## config.mk

```make
export PLATFORM = sky130hd
export DESIGN_NAME = rom_bank_sel
export DESIGN_NICKNAME = d
export VERILOG_FILES = /design/src/rtl/rbs_pkg.sv /design/src/rtl/rbs_decode.sv /design/src/rtl/rbs_wait.sv /design/src/rtl/rom_bank_sel.sv
export SDC_FILE = /design/constraint.sdc
export NUM_CORES = 1
export LEC_CHECK = 0
export CAP_MARGIN = 25
export CORE_AREA = 2 2 39 41
export CTS_CLUSTER_DIAMETER = 30
export DETAILED_ROUTE_END_ITERATION = 10
export DIE_AREA = 0 0 41 43
export DONT_BUFFER_PORTS = 1
export GPL_TIMING_DRIVEN = 0
export SYNTH_ARGS = -nofsm -noshare
export SYNTH_HDL_FRONTEND = slang
export SYNTH_SLANG_ARGS = --single-unit
```

## constraint.sdc

```tcl
create_clock -name clk -period 1 [get_ports clk]
set_input_delay 0 -clock clk [delete_from_list [all_inputs] [get_ports clk]]
set_output_delay 0 -clock clk [all_outputs]
set_load 0.01 [all_outputs]
```

## src/rtl/rbs_pkg.sv

```systemverilog
package rbs_pkg;

  typedef enum logic [1:0] {
    PH_IDLE = 2'b00,
    PH_ADDR = 2'b01,
    PH_DATA = 2'b10,
    PH_LATE = 2'b11
  } bus_phase_e;

  // Window test: every address bit from lsb up to aw-1 must be set.
  function automatic logic window_hit(logic [31:0] a, int unsigned lsb, int unsigned aw);
    logic h;
    h = 1'b1;
    for (int i = 0; i < 32; i++) begin
      if (i >= lsb && i < aw) h = h & a[i];
    end
    return h;
  endfunction

  // Slice number inside the window.
  function automatic int unsigned slice_num(logic [31:0] a, int unsigned slice_aw,
                                            int unsigned cs_w);
    return int'((a >> slice_aw) & ((32'd1 << cs_w) - 32'd1));
  endfunction

endpackage

```

## src/rtl/rbs_decode.sv

```systemverilog
module rbs_decode #(
  parameter int ADDR_W   = 20,
  parameter int SLICE_AW = 12,
  parameter int NUM_CS   = 8
) (
  input  logic [ADDR_W-1:0] addr,
  input  logic              mem_io,
  output logic [NUM_CS-1:0] cs_n,
  output logic              hit
);
  import rbs_pkg::*;

  localparam int CS_W     = $clog2(NUM_CS);
  localparam int BASE_LSB = SLICE_AW + CS_W;

  logic [CS_W-1:0] sel;

  always_comb begin
    hit = mem_io && window_hit(32'(addr), BASE_LSB, ADDR_W);
    sel = CS_W'(slice_num(32'(addr), SLICE_AW, CS_W));
  end

  for (genvar k = 0; k < NUM_CS; k++) begin : g_cs
    assign cs_n[k] = ~(hit && (sel == CS_W'(k)));
  end

endmodule

```

## src/rtl/rbs_wait.sv

```systemverilog
module rbs_wait #(
  parameter int WAIT_STATES = 1
) (
  input  logic clk,
  input  logic rst_n,
  input  logic start,
  output logic rdy
);
  localparam int CNT_W = $clog2(WAIT_STATES + 1);

  logic [CNT_W-1:0] cnt;

  always_ff @(posedge clk or negedge rst_n) begin
    if (!rst_n)               cnt <= '0;
    else if (start)           cnt <= CNT_W'(WAIT_STATES);
    else if (cnt != '0)       cnt <= cnt - 1'b1;
  end

  assign rdy = (cnt == '0);

endmodule

```

## src/rtl/rom_bank_sel.sv

```systemverilog
module rom_bank_sel #(
  parameter int ADDR_W      = 20,
  parameter int SLICE_AW    = 12,
  parameter int NUM_CS      = 8,
  parameter int WAIT_STATES = 1
) (
  input  logic              clk,
  input  logic              rst_n,
  input  logic [ADDR_W-1:0] addr,
  input  logic              mem_io,
  input  logic              rd_n,
  input  logic [1:0]        bus_phase,
  output logic [NUM_CS-1:0] cs_n,
  output logic              oe_n,
  output logic              rdy
);
  import rbs_pkg::*;

  logic hit;
  logic t1_hit;

  rbs_decode #(.ADDR_W(ADDR_W), .SLICE_AW(SLICE_AW), .NUM_CS(NUM_CS)) u_dec (
    .addr(addr), .mem_io(mem_io), .cs_n(cs_n), .hit(hit)
  );

  assign t1_hit = hit && (bus_phase == PH_ADDR);
  assign oe_n   = rd_n | ~hit;

  rbs_wait #(.WAIT_STATES(WAIT_STATES)) u_wait (
    .clk(clk), .rst_n(rst_n), .start(t1_hit), .rdy(rdy)
  );

endmodule

```

# Word-level counts from Yosys, hierarchy flattened
# Cells that the tools add are included.
# word_totals
register_bits,1
in_bits,26
out_inout_bits,10
elab_cells,38
# classes
addsub,1
eq_ne,8
n_mux,2
bitwise_logic,15
reduce_logical,11
# op_table
cell,count
$eq 3x3->1 const B,4
$logic_and 1x1->1,10
$not 1->1,10
$eq 3x2->1 const B,2
$and 1x1->1,4
$eq 3x1->1 const B,1
$logic_not 3->1,1
$eq 2x1->1 const B,1
$mux 1,2
$or 1x1->1,1
$sub 1x1->1 const B,1

# Depth between registers and ports, before layout
# depth
word_depth,7
mapped_depth,3
ltp_nobuf,2

# Cells and area by module
# From an unflattened synthesis, not the netlist that was laid out.
# hier_totals
cells_unflattened,20
hier_area_um2,143.9
# modules_own_cells
module,instances,cells_each,area_each_um2,seq_area_each_um2
rbs_decode,1,16,100.1,0.0
rbs_wait,1,2,28.8,25.0
rom_bank_sel,1,2,15.0,0.0

# Worst setup path before layout
# Ideal clock, no wire load.
# synth_path
path_kind,in2reg
from,in addr[16]
to,reg u_wait.cnt
setup_ns,0.120
arrival_time_ns,0.482
t_required_ns,0.880
slack_ns,0.398
path_stages,3
n_path_buf,1
cell_sequence,and4_1 > buf_6 > and4_1
# synth_via
elab_chain_len,7
# synth_rtl
item,line,text
start: declaration,rom_bank_sel.sv:9,"input logic [ADDR_W-1:0] addr,"
$and 1x1->1 (4 in a row),rbs_pkg.sv:15,if (i >= lsb && i < aw) h = h & a[i];
$logic_and 1x1->1,rbs_decode.sv:19,"hit = mem_io && window_hit(32'(addr), BASE_LSB, ADDR_W);"
$logic_and 1x1->1,rom_bank_sel.sv:26,assign t1_hit = hit && (bus_phase == PH_ADDR);
named net t1_hit,rom_bank_sel.sv:20,logic t1_hit;
$mux 1,rbs_wait.sv:15,else if (start) cnt <= CNT_W'(WAIT_STATES);
end signal: assignment,rbs_wait.sv:15,
end signal: assignment,rbs_wait.sv:16,else if (cnt != '0) cnt <= cnt - 1'b1;
end: declaration,rbs_wait.sv:11,logic [CNT_W-1:0] cnt;
# The timed path passes the listed nets, and every way through them passes these cells.

# Final worst setup path
# Ends and elaborated chain as after synthesis.

==> metrics.txt <==
result of the run finished clean; required arrival time at the worst endpoint 880 ps; antenna violations before repair 0; die span in x 41 µm; cell type with the highest aggregate area in the netlist sky130_fd_sc_hd__nand3_1; Area after DPL 166 µm²; core region area 1380 µm²; max cap viols 0; delay-heaviest family, CP simple AND/OR/NAND/NOR gates; Place WS 372 ps; Crit path top cell by count sky130_fd_sc_hd__and4_1; post-route minimum period 627 ps; number of nets in the layout 49; Hold Crit Endpoint cs_n[7]; die area 1760 µm²; number of iterations in the first detailed-routing pass 4; count of mapped cells out of synthesis 20; number of inserted filler cells in the final layout 158; total inserted antenna cells 0; mean cell area of the mapped netlist 7.32 µm²; Peak supply drop 0.101 mV; clock transition time at the flip-flop clock pins of the worst setup and hold paths 0 ps; met3 wire len 70 µm; actual slew at the worst max-slew pin 173 ps; unique cell type count in the Yosys netlist 11; initial drt markers 3; vertical die dimension 43 µm; Hold Crit Depth 1; highest clock frequency the design can meet 1590 MHz; Buffers on Ports 0; number of warning messages in the yosys log 0; cells taking the most area after synthesis sky130_fd_sc_hd__nand3_1 21%, sky130_fd_sc_hd__dfrtp_1 17%, sky130_fd_sc_hd__nor2b_1 13%; number of flip-flops and latches in the synthesized netlist 1; endpoints failing hold 0; Worst setup EP type register; Detail Route met2 WL 225 µm; CP max-delay cell sky130_fd_sc_hd__and4_1; highest-count cells in the layout ignoring fill and taps 6 x sky130_fd_sc_hd__nand3_1, 3 x sky130_fd_sc_hd__nor2b_1, 2 x sky130_fd_sc_hd__and4_1, 2 x sky130_fd_sc_hd__nand4_1; P_leak 0.0536 nW; via count normalized by instance count 4.41; count of buffer and inverter cells on the critical path 1; top fanout value on the critical path 10; maximum number of pins on one net before global-route repair 11; initial core utilization 10.6%; total number of placement rows 14; layout overhead on the synthesized area 20.5%; setup repair after global routing missed its margin false; worst-path cell chain and4_1, buf_6, and4_1; post-synth net total 46; number of pins exceeding their max-slew limit in the final report 0; Hold Path Origin addr[12]; worst slew margin relative to its limit 88.4%; type of the tightest min-delay check input pin to primary output; vias after detailed routing 163; most common library cell in the layout ignoring fill and taps sky130_fd_sc_hd__nand3_1; cell area power density 367 nW/µm²; Crit Path Class input pin to register; drt drc 0; total wire length after detailed routing 429 µm; share of the synthesized area in the top cell type 20.5%; average wire per cell in the routed design 11.6 µm; wire length of the first global-routing pass 489 µm; min setup slack post-route 373 ps; Mapped Area 146 µm²; flip-flop count of the largest register after layout 1; total of cells resized after clock tree synthesis 0; Largest stage delay, worst path 190 ps; Worst EP arrival 500 ps; Max Used Layer met3; sequential fraction of the synthesis area 17.1%; Largest regs u_wait.cnt (1); Remaining Overflow, GRT 0; final non-filler cell area 176 µm²; setup violators final 0; Worst Setup Start Kind input pin; final cycle utilization of the critical path 62.7%; post-detailed-route count of antenna-violating nets 0; via count of the first global-routing pass 127; Met1 Routed Length 134 µm; fraction of layout cells with a size suffix above 1 4.76%; final sum of negative setup slack 0 ps; Tot GR Track Use 3.60%; number of ports placed on the die boundary 36; largest register by flop count u_wait.cnt; final weighted congestion of routability-driven global placement 0.504
-- kinds of logic after synthesis --
family,share of synthesized area (%)
flops,17.1
buf+inv,10.3
simple gates,72.7
-- metrics by stage --
stage | std cells | utilization, % | hold slack, ps | power, mW
after global placement | 36 | 12.0 | -296 | 0.0614
after floorplan | 20 | - | -296 | 0.0592
after global routing | 37 | 12.7 | 110 | 0.0675
after CTS | 37 | 12.7 | 107 | 0.0652
final | 37 | 12.7 | 104 | 0.0648
after detailed placement | 36 | 12.0 | -296 | 0.0618
-- synthesized netlist by cell type --
cell type,number
sky130_fd_sc_hd__and4_1,2
sky130_fd_sc_hd__and3_1,1
sky130_fd_sc_hd__nand4_1,2
sky130_fd_sc_hd__nand4b_1,1
sky130_fd_sc_hd__inv_1,1
sky130_fd_sc_hd__nor2b_1,3
sky130_fd_sc_hd__nand3_1,6
sky130_fd_sc_hd__buf_6,1
sky130_fd_sc_hd__dfrtp_1,1
sky130_fd_sc_hd__and3b_1,1
sky130_fd_sc_hd__nor2_1,1
-- what timing repair did --
item,CTS,global route
buffers inserted,0,0
hold buffers,1,0
setup endpoints to repair,0,0
endpoints found under the hold margin,1,0
-- power by group --
group	switching, mW	leakage, nW	internal (mW)
Combinational	0.0110	0.0397	0.0124
Clock	0	0	0
Sequential	0.0000344	0.0140	0.0413
Total	0.0111	0.0536	0.0537
-- per-layer routing --
metal / vias up / track usage (%)
met1: 72 / 3.16
met3: 0 / 0
met5: - / 0
li1: 78 / -
met2: 13 / 8.13
met4: 0 / 0
-- cell type report --
class	count	area (µm²)	area share, %
Sequential cell	1	25.0	14.2
Tap cell	16	20.0	11.3
Timing Repair Buffer	1	10.0	5.67
Multi-Input combinational cell	17	106	60.3
Inverter	1	3.75	2.13
Buffer	1	11.3	6.38
-- worst max path at each step --
stage,slack (ps),cells after the start,from,endpoint
floorplan,400,3,addr[16],u_wait.cnt
global placement,380,3,addr[16],u_wait.cnt
detailed placement,370,3,addr[16],u_wait.cnt
CTS,370,3,addr[16],u_wait.cnt
global route,340,3,addr[16],u_wait.cnt
finish,370,3,addr[16],u_wait.cnt
Power figures use the tool's default switching activity.
